==> config.mk <==
export PLATFORM = sky130hd
export DESIGN_NAME = irq_msg_aggregator
export DESIGN_NICKNAME = d
export VERILOG_FILES = /design/src/rtl/irq_agg_pkg.sv /design/src/rtl/irq_line_sync.sv /design/src/rtl/irq_msg_port.sv /design/src/rtl/irq_msg_aggregator.sv
export SDC_FILE = /design/constraint.sdc
export NUM_CORES = 1
export LEC_CHECK = 0
export ABC_AREA = 1
export BUFFER_PORTS_ARGS = -buffer_cell sky130_fd_sc_hd__buf_2
export CORE_ASPECT_RATIO = 1.25
export CORE_MARGIN = 10
export CORE_UTILIZATION = 50
export CTS_CLUSTER_SIZE = 24
export DETAILED_ROUTE_END_ITERATION = 12
export HOLD_SLACK_MARGIN = 0.02
export PLACE_DENSITY = 0.79
export SYNTH_ARGS = -nofsm -noshare
export SYNTH_HDL_FRONTEND = slang
export SYNTH_HIERARCHICAL = 1
export SYNTH_SLANG_ARGS = --single-unit
==> constraint.sdc <==
create_clock -name clk -period 1.8 [get_ports clk]
set_clock_uncertainty 0.15 [all_clocks]
set_input_delay 0.36 -clock clk [delete_from_list [all_inputs] [get_ports clk]]
set_output_delay 0.36 -clock clk [all_outputs]
set_load 0.02 [all_outputs]
==> src/rtl/irq_agg_pkg.sv <==
package irq_agg_pkg;
    localparam int DEF_NLINES    = 11;
    localparam int DEF_REG_AW    = 12;
    localparam int DEF_DATA_BITS = 5;
    localparam int DEF_CTRL_W    = 8;
    localparam int WORD_W        = 32;

    localparam logic [DEF_NLINES-1:0] DEF_IMPL_MASK = 11'h5FF;

    localparam logic [DEF_REG_AW-1:0] OFS_TARGET = 12'h004;
    localparam logic [DEF_REG_AW-1:0] OFS_ACK    = 12'h00C;
    localparam logic [DEF_REG_AW-1:0] OFS_ENABLE = 12'h018;
    localparam logic [DEF_REG_AW-1:0] OFS_STAT   = 12'h01C;
    localparam logic [DEF_REG_AW-1:0] OFS_CTRL   = 12'h024;
    localparam logic [DEF_REG_AW-1:0] OFS_LEVEL  = 12'h028;
endpackage

==> src/rtl/irq_line_sync.sv <==
module irq_line_sync #(
    parameter int N = 11
) (
    input  logic         clk,
    input  logic         rst_n,
    input  logic [N-1:0] lines_i,
    output logic [N-1:0] level_o,
    output logic [N-1:0] rise_o
);
    typedef struct packed {
        logic [N-1:0] s1;
        logic [N-1:0] s2;
        logic [N-1:0] old;
    } sync_t;

    sync_t st_d, st_q;

    always_comb begin
        st_d     = st_q;
        st_d.s1  = lines_i;
        st_d.s2  = st_q.s1;
        st_d.old = st_q.s2;
    end

    always_ff @(posedge clk) begin
        if (!rst_n) st_q <= '0;
        else        st_q <= st_d;
    end

    for (genvar g = 0; g < N; g++) begin : g_line
        assign rise_o[g] = st_q.s2[g] & ~st_q.old[g];
    end

    assign level_o = st_q.s2;

    AST_RISE_FOLLOWS_LOW: assert property (@(posedge clk) disable iff (!rst_n)
        1'b1 |=> ((rise_o & $past(level_o)) == '0));
endmodule

==> src/rtl/irq_msg_port.sv <==
module irq_msg_port #(
    parameter int AW        = 32,
    parameter int DATA_BITS = 5
) (
    input  logic          clk,
    input  logic          rst_n,
    input  logic          trig_i,
    input  logic [AW-1:0] target_i,
    output logic          msg_valid_o,
    input  logic          msg_ready_i,
    output logic [AW-1:0] msg_addr_o,
    output logic [AW-1:0] msg_data_o
);
    localparam logic [AW-1:0] DATA_MASK = AW'((1 << DATA_BITS) - 1);

    typedef struct packed {
        logic send;
    } port_t;

    port_t p_d, p_q;

    always_comb begin
        p_d      = p_q;
        p_d.send = (p_q.send & ~msg_ready_i) | trig_i;
    end

    always_ff @(posedge clk) begin
        if (!rst_n) p_q <= '0;
        else        p_q <= p_d;
    end

    assign msg_valid_o = p_q.send;
    assign msg_addr_o  = target_i & ~DATA_MASK;
    assign msg_data_o  = target_i & DATA_MASK;

    AST_VALID_HOLD: assert property (@(posedge clk) disable iff (!rst_n)
        (msg_valid_o && !msg_ready_i) |=> msg_valid_o);
    AST_MSG_CAUSE: assert property (@(posedge clk) disable iff (!rst_n)
        $rose(msg_valid_o) |-> $past(trig_i));
endmodule

==> src/rtl/irq_msg_aggregator.sv <==
module irq_msg_aggregator
    import irq_agg_pkg::*;
#(
    parameter int NLINES    = DEF_NLINES,
    parameter int REG_AW    = DEF_REG_AW,
    parameter int DATA_BITS = DEF_DATA_BITS,
    parameter int CTRL_W    = DEF_CTRL_W,
    parameter logic [NLINES-1:0] IMPL_MASK = DEF_IMPL_MASK
) (
    input  logic              clk,
    input  logic              rst_n,
    input  logic [NLINES-1:0] irq_lines,
    input  logic              reg_wr,
    input  logic              reg_rd,
    input  logic [REG_AW-1:0] reg_addr,
    input  logic [WORD_W-1:0] reg_wdata,
    output logic [WORD_W-1:0] reg_rdata,
    output logic              msg_valid,
    input  logic              msg_ready,
    output logic [WORD_W-1:0] msg_addr,
    output logic [WORD_W-1:0] msg_data
);
    localparam int LINE_PAD = WORD_W - NLINES;
    localparam int CTRL_PAD = WORD_W - CTRL_W;

    typedef struct packed {
        logic [WORD_W-1:0] target;
        logic [NLINES-1:0] en;
        logic [NLINES-1:0] pend;
        logic [CTRL_W-1:0] ctrl;
    } regs_t;

    regs_t r_d, r_q;

    logic [NLINES-1:0] level, rise, hit;
    logic              clr_rd, force_wr, trig;

    irq_line_sync #(.N(NLINES)) u_sync (
        .clk     (clk),
        .rst_n   (rst_n),
        .lines_i (irq_lines),
        .level_o (level),
        .rise_o  (rise)
    );

    always_comb begin
        r_d      = r_q;
        hit      = rise & r_q.en & IMPL_MASK;
        clr_rd   = reg_rd && (reg_addr == OFS_ACK || reg_addr == OFS_STAT);
        force_wr = reg_wr && (reg_addr == OFS_ACK)
                   && (reg_wdata[DATA_BITS-1:0] == r_q.target[DATA_BITS-1:0]);
        trig     = (|hit) | force_wr;

        r_d.pend = (clr_rd ? '0 : r_q.pend) | hit;

        if (reg_wr) begin
            case (reg_addr)
                OFS_TARGET: r_d.target = reg_wdata;
                OFS_ENABLE: r_d.en     = reg_wdata[NLINES-1:0];
                OFS_CTRL:   r_d.ctrl   = reg_wdata[CTRL_W-1:0];
                default: ;
            endcase
        end

        case (reg_addr)
            OFS_TARGET:         reg_rdata = r_q.target;
            OFS_ACK, OFS_STAT:  reg_rdata = {{LINE_PAD{1'b0}}, r_q.pend};
            OFS_ENABLE:         reg_rdata = {{LINE_PAD{1'b0}}, r_q.en};
            OFS_CTRL:           reg_rdata = {{CTRL_PAD{1'b0}}, r_q.ctrl};
            OFS_LEVEL:          reg_rdata = {{LINE_PAD{1'b0}}, level};
            default:            reg_rdata = '0;
        endcase
    end

    always_ff @(posedge clk) begin
        if (!rst_n) r_q <= '0;
        else        r_q <= r_d;
    end

    irq_msg_port #(.AW(WORD_W), .DATA_BITS(DATA_BITS)) u_msg (
        .clk         (clk),
        .rst_n       (rst_n),
        .trig_i      (trig),
        .target_i    (r_q.target),
        .msg_valid_o (msg_valid),
        .msg_ready_i (msg_ready),
        .msg_addr_o  (msg_addr),
        .msg_data_o  (msg_data)
    );

    AST_ACK_CLEARS: assert property (@(posedge clk) disable iff (!rst_n)
        (reg_rd && reg_addr == OFS_ACK && (rise & r_q.en) == '0) |=> (r_q.pend == '0));
    AST_STAT_CLEARS: assert property (@(posedge clk) disable iff (!rst_n)
        (reg_rd && reg_addr == OFS_STAT && (rise & r_q.en) == '0) |=> (r_q.pend == '0));
    AST_PEND_NEEDS_EN: assert property (@(posedge clk) disable iff (!rst_n)
        1'b1 |=> ((r_q.pend & ~$past(r_q.pend) & ~$past(r_q.en)) == '0));
endmodule

# [Yosys cells after proc, flatten, opt, wreduce, memory -nomap -nowiden]
# Cells that the tools add are included.
[word_totals] elab_cells=54 in_bits=60 ff_bits=96 output_inout_bits=97
[classes] mux=2 eq_ne=7 bitwise_logic=28 reduce_logical=9
[op_table] operator="32-bit one-hot mux with 5 select lines" count=1
[op_table] operator="12-bit by 5-bit == test with 1-bit output, second input constant" count=2
[op_table] operator="12-bit by 6-bit == test with 1-bit output, second input constant" count=2
[op_table] operator="1-bit AND" count=12
[op_table] operator="12-bit by 3-bit == test with 1-bit output, second input constant" count=1
[op_table] operator="12-bit by 4-bit == test with 1-bit output, second input constant" count=1
[op_table] operator="1-bit NOT" count=12
[op_table] operator="11-bit AND" count=1
[op_table] operator="11-bit two-way mux" count=1
[op_table] operator="11-bit bitwise OR" count=1
[op_table] operator="10-bit OR reduction" count=1
[op_table] operator="2-bit AND reduction" count=3
[op_table] operator="5-bit == test" count=1
[op_table] operator="1-bit logical AND" count=3
[op_table] operator="1-bit bitwise OR" count=2
[op_table] operator="2-bit OR reduction" count=1
[op_table] operator="1-bit logical OR" count=1

# [Depth between registers and ports, before layout]
# Gate-level depths: netlist of run 1.
[depth] depth_word=6 depth_mapped=10 depth_no_buf=9

# [Modules after synthesis]
# The synthesis of run 1 kept the hierarchy.
[modules_own_cells] module="irq_msg_aggregator" area_per_inst_um2=3228.1 n_inst=1 seq_area_each_um2=1221.2 cells_each=547
[modules_own_cells] module="irq_line_sync" area_per_inst_um2=1134.8 n_inst=1 seq_area_each_um2=660.6 cells_each=136
[modules_own_cells] module="irq_msg_port" area_per_inst_um2=528.0 n_inst=1 seq_area_each_um2=20.0 cells_each=71

# [Worst setup path before layout of run 1]
# OpenSTA, ideal clock, no wires.
[synth_path] path_kind="in2out" start="input reg_addr[11]" end="output reg_rdata[11]" cell_stages=7 setup_slack_ps=-134 t_arrival_ps=1424 path_cell_list="nor2_1 nand2_2 nor2_2 buf_6 nand2_1 clkbuf_1 nor2_1"
[synth_via] elab_chain_cells=3 elab_cells_between_ends=8 classes_between="eq/ne: 6; mux: 1; reduce/logical: 1"
[synth_lines] element="start: declaration" line_no="irq_msg_aggregator.sv:15" text="input logic [REG_AW-1:0] reg_addr,"
[synth_lines] element="12-bit by 4-bit == test with 1-bit output / 12-bit by 5-bit == test with 1-bit output (equally long branches)" line_no="irq_msg_aggregator.sv:65" text="case (reg_addr)"
[synth_lines] element="2-bit OR reduction" line_no="irq_msg_aggregator.sv:65"
[synth_lines] element="32-bit one-hot mux with 5 select lines *" line_no="irq_msg_aggregator.sv:65"
[synth_lines] element="end: declaration" line_no="irq_msg_aggregator.sv:17" text="output logic [WORD_W-1:0] reg_rdata,"
# Every way passes the cells marked *; elsewhere a longest branch is shown, timed or not.

# [Worst setup path in the final report of run 1]
[layout_path] start="input reg_addr[9]" end="output reg_rdata[31]"
# Same word-level chain as after synthesis.

==> results by group, run 1 <==
Critical path
  – Reg2Reg Launch Point: r_q[32]
  – R2R depth: 6
  – R2r setup slk: 0.27 ns
  – Classification of the worst setup path: input pin to output port
  – Startpoint Class: input pin
  – CP arrival: 1.48 ns
  – Worst Path Required: 1.29 ns
  – Crit path max fanout: 6
  – Crit end category: output port
  – Reg2reg end: u_msg/msg_valid_o

Route
  – Pre-antenna DRT Iters: 5
  – Antenna Nets Post-Route: 0
  – Vias per cell: 4.49
  – Final WL: 13.1 mm
  – Vias: 4390
  – Routed len/inst: 13.4 microns
  – Initial DRC count: 213
  – # DRC: 0

Synthesis
  – Mapped cell area: 0.00486 sq mm
  – Synth warn: 6
  – Avg Inst Size Synth: 6.48 sq um
  – Cells after synthesis: 749

Worst hold path
  – Beginning of the worst hold path: irq_lines[4]
  – Hold Path Stages: 3
  – Min-Delay Path Class: input pin to flip-flop
  – Worst hold endpoint: u_sync/st_d[15]

Floorplanning
  – Starting Density: 0.508
  – Die area: 0.0141 sq mm
  – Site row count: 40
  – Die height: 130 microns
  – Die X: 108 microns
  – # IOs: 157
  – CORE AREA: 0.00956 sq mm

Placement
  – Dpl cells: 952
  – # port buffers: 124
  – Routability cong.: 0.827
  – Hpwl dp: 8.84 mm
  – Pre-CTS setup slack: -0.293 ns

Clock tree
  – H-tree depth: 3
  – Num CTS Buffers: 9
  – CTS tree: done
  – Hold Buf Count CTS: 0
  – Maximum clock insertion buffer count: 2
  – Clk Latency, worst-skew pair: 0.34 ns
  – Root Driver: clkbuf_16
  – Clock Sink Count: 94
  – Worst-path clk slew: 0.06 ns

Run status
  – Status: finished with violations
  – Failing checks: negative setup slack

Global routing
  – Largest net degree at the start of global routing: 55
  – First-pass GRT wire length: 20.1 mm
  – Initial antenna violation count: 1
  – Total grt overflow: 0
  – Total GRT Usage: 0.178
  – Vias in the first global route: 4358

Timing
  – Fin. max-slew vios: 0
  – Setup WS post-layout: -0.190 ns
  – Final Hold Viols: 0
  – Final min period: 1.99 ns
  – Fmax: 502 MHz
  – Setup violators final: 32
  – Final worst-path cycle share: 1.11
  – Unrepaired setup endpoints after global routing: yes

Cells and area
  – FILL cells: 865
  – Layout cells sized above 1: 0.290
  – Fin util: 0.657
  – Synth-to-layout area growth: 29.3%
  – Nets: 907
  – Layout Cells excl Fill: 978

Power
  – Pwr Density: 675 mW/mm^2
  – Worst vdd rail ir drop: 0.562 mV
  – Pwr Total: 4240 uW
  – P_leak: 0.00347 uW

Run
  – Total of max-cap violations: 0
cells in the final DEF (no fill, tap or decap), types with 4 or more instances in the layout:
cell type  count
nand2_1      187
nor2_1       133
inv_1        112
dfxtp_1       94
buf_2         85
buf_4         39
nor2_4        32
conb_1        32
buf_6         25
nand3_1       24
nand3_2       22
nand2_2       11
a21oi_1       11
clkbuf_16     10
buf_12         6
clkbuf_8       4
worst max path at each step:
stage	startpoint	endpoint	slack [ns]	cells after the start
CTS	reg_addr[2]	reg_rdata[31]	-0.15	10
detailed placement	reg_addr[11]	reg_rdata[0]	-0.29	10
global placement	reg_addr[11]	reg_rdata[0]	-0.29	10
floorplan	reg_addr[11]	reg_rdata[11]	-0.01	7
global route	reg_addr[9]	reg_rdata[31]	-0.28	9
finish	reg_addr[9]	reg_rdata[31]	-0.19	9
power breakdown:
part	leakage, uW	internal [uW]	switching [uW]
registers	0.000762	2110	12.5
clock network	0.000142	1080	746
logic	0.00257	100	187
total	0.00347	3290	946
final cells by class:
class	instances	area [sq um]	share of cell area
Antenna cell	1	2.50	0.000399
Multi-Input combinational cell	468	2290	0.365
Clock buffer	15	288	0.0458
Tap cell	126	158	0.0251
Timing Repair Buffer	159	1230	0.196
Inverter	115	432	0.0688
Sequential cell	94	1880	0.300
routing by layer:
metal / wire [microns] / vias to the layer above / global-route usage
li1: - / 2277 / -
met3: 810 / 35 / 0.0380
met2: 6700 / 164 / 0.318
met5: 0 / - / 0
met1: 5080 / 1914 / 0.184
met4: 501 / 0 / 0.115
sequential cells by signal, indices dropped and copies added (netlist names):
signal and flops:
u_sync/st_d 11, r_q 61, u_sync/level_o 11, u_msg/msg_valid_o 1, u_sync/st_q 10
worst max-delay path: stages:
cell,delay [ns]
buf_6,0.10
nor2_4,0.12
nand2_4,0.09
nor2_4,0.15
buf_12,0.14
nand2_4,0.11
buf_12,0.18
nor2_1,0.09
buf_4,0.15
through the flow:
step | instance area, sq um | TNS, ns | hold WS (ns)
floorplan | 5170 | -0.346 | 0.240
global placement | 5440 | -9.92 | 0.242
detailed placement | 5440 | -11.39 | 0.249
CTS | 6200 | -3.68 | 0.0427
global route | 6280 | -7.37 | 0.0598
finish | 6280 | -5.30 | 0.0546
timing repair:
| action | in CTS | in global routing |
|---|---|---|
| gates resized for setup | 102 | 10 |
| pin swaps | 35 | 8 |
| setup buffers | 4 | 0 |
| endpoints found under the setup margin | 32 | 32 |
| gates cloned | 4 | 2 |
Note: power is estimated with default switching activity, not from simulation.
==> run 2, diff against run 1 <==
Settings changed: CORE_UTILIZATION 50 to 40, PLACE_DENSITY 0.79 to 0.65, SLEW_MARGIN set to 10.
==> run 2 against run 1 <==
  * The run still ends with negative setup slack left
  * Clock-buffer cell count fell by 6
  * Wire length fell by 1.9%
  * Flip-flop and latch count did not move
  * Final cell count rose by 3.9%
  * Critical path depth rose by 2
  * Sequential power barely moved
  * Non-clock buffer count rose by 3
  * Die area rose by 21%
  * Hold slack got worse by 0.0050 ns
  * Sequential share of layout area fell by 0.80 points
  * Final area rose by 2.8%
  * Critical path type unchanged
==> results by group, run 2 (synthesis gave the netlist of run 1 again) <==
Run status
  – Status: finished with violations
  – Failing checks: negative setup slack

Cells and area
  – Fin util: 0.550
  – Largest Register: r_q
  – Most common cell after layout, fill and taps aside: nand2_1
  – Cell area after layout: 0.00645 sq mm
  – Layout cells sized above 1: 0.288
  – Commonest non-fill, non-tap cells in the layout: 185 x nand2_1, 130 x nor2_1, 113 x inv_1
  – FF/Latch Area: 0.00188 sq mm
  – Nets: 910
  – Layout Cells excl Fill: 1016
  – Multi-input combinational cell area: 0.00225 sq mm
  – FILL cells: 1113
  – Max FFs per register: 61
  – Synth-to-layout area growth: 32.8%
  – Number of antenna diodes: 0

Floorplanning
  – Die area: 0.0170 sq mm
  – Site row count: 44
  – Die height: 143 microns
  – # IOs: 157
  – Starting Density: 0.414
  – CORE AREA: 0.0117 sq mm
  – Die X: 119 microns

Route
  – # DRC: 0
  – Vias: 4244
  – Antenna Nets Post-Route: 0
  – Pre-antenna DRT Iters: 4
  – Final WL: 12.8 mm
  – Initial DRC count: 244
  – Vias per cell: 4.18
  – Routed len/inst: 12.6 microns

Critical path
  – Crit path max fanout: 6
  – CP arrival: 1.58 ns
  – Startpoint Class: input pin
  – Worst path most repeated cell: buf_6
  – Cell Chain, Critical Path: buf_6 -> nor2_4 -> nand2_4 -> buf_6 -> nor2_4 -> buf_6 -> nand3_4 -> nand2_2 -> nor2_2 -> nand2_2 -> buf_6
  – Classification of the worst setup path: input pin to output port
  – Delay of the slowest critical-path stage: 0.24 ns
  – CP max-delay cell: nor2_4
  – Crit end category: output port
  – Worst Path Required: 1.29 ns

Timing
  – Setup WS post-layout: -0.288 ns
  – Fin. max-slew vios: 0
  – Setup violators final: 32
  – Unrepaired setup endpoints after global routing: yes
  – Final worst-path cycle share: 1.16
  – Final Hold Viols: 0
  – Final min period: 2.09 ns
  – Fmax: 479 MHz

Placement
  – Routability cong.: 0.894
  – Pre-CTS setup slack: -0.331 ns
  – Dpl cells: 983
  – Area post-placement: 0.00546 sq mm
  – Hpwl dp: 9.23 mm
  – # port buffers: 124

Global routing
  – First-pass GRT wire length: 20.5 mm
  – Largest net degree at the start of global routing: 49
  – Total grt overflow: 0
  – Total GRT Usage: 0.147
  – Vias in the first global route: 3989
  – Initial antenna violation count: 0

Run
  – Total of max-cap violations: 0

Power
  – P_leak: 0.00353 uW
  – Pwr Density: 709 mW/mm^2
  – Worst vdd rail ir drop: 0.453 mV

Worst hold path
  – Min-Delay Path Class: input pin to flip-flop

Clock tree
  – Clk Latency, worst-skew pair: 0.34 ns
  – Clock Sink Count: 94
  – CTS tree: done
  – Worst-path clk slew: 0.06 ns
  – Num CTS Buffers: 9
  – H-tree depth: 3
  – Maximum clock insertion buffer count: 2
  – Root Driver: clkbuf_16
==> run 2: worst max-delay path: cells and delay by family <==
| kind | cells | cell delay (ns) |
|---|---|---|
| buffers and inverters | 4 | 0.52 |
| AND/OR/NAND/NOR | 7 | 0.71 |
==> run 2: timing repair <==
action / in CTS / in global routing
gates cloned: 4 / 0
gates resized for setup: 98 / 26
pin swaps: 17 / 22
hold buffers: 0 / 0
endpoints found under the setup margin: 32 / 32
buffers inserted: 7 / 6
==> run 2: layout make-up <==
class | instances | share of cell area
well taps | 161 | 0.0312
clock buffers | 9 | 0.0349
inverters | 115 | 0.0669
multi-input cells | 468 | 0.350
clock inverters | 7 | 0.0175
repair buffers | 162 | 0.208
flip-flops and latches | 94 | 0.292
==> run 2: report_power, final <==
| part | total (uW) | switching (uW) | internal (uW) |
|---|---|---|---|
| sequential | 2120 | 12.8 | 2110 |
| combinational | 290 | 183 | 107 |
| clock | 2160 | 809 | 1350 |
==> run 2: final timing paths <==
path | start | slack [ns] | cells past startpoint | to
hold / removal | irq_lines[3] | 0.05 | 3 | u_sync/st_d[14]
hold reg to reg | u_sync/st_d[14] | 0.26 | 2 | u_sync/level_o[3]
setup / recovery | reg_addr[9] | -0.29 | 11 | reg_rdata[7]
setup reg to reg | r_q[32] | 0.26 | 6 | u_msg/msg_valid_o
==> run 2: routing by layer <==
| layer | wire [microns] | vias up | global-route usage |
|---|---|---|---|
| met5 | 0 | - | 0 |
| met4 | 347 | 0 | 0.0612 |
| met3 | 605 | 21 | 0.0292 |
| met2 | 6330 | 136 | 0.254 |
| met1 | 5550 | 1798 | 0.176 |
| li1 | - | 2289 | - |
==> run 2: through the flow <==
| step | power, uW | TNS (ns) | hold WS, ns |
|---|---|---|---|
| after floorplan | 2380 | -0.346 | 0.240 |
| after global placement | 2410 | -9.80 | 0.244 |
| after detailed placement | 2420 | -10.47 | 0.246 |
| after CTS | 4620 | -4.47 | 0.0401 |
| after global routing | 4730 | -9.01 | 0.0627 |
| final | 4570 | -6.72 | 0.0496 |
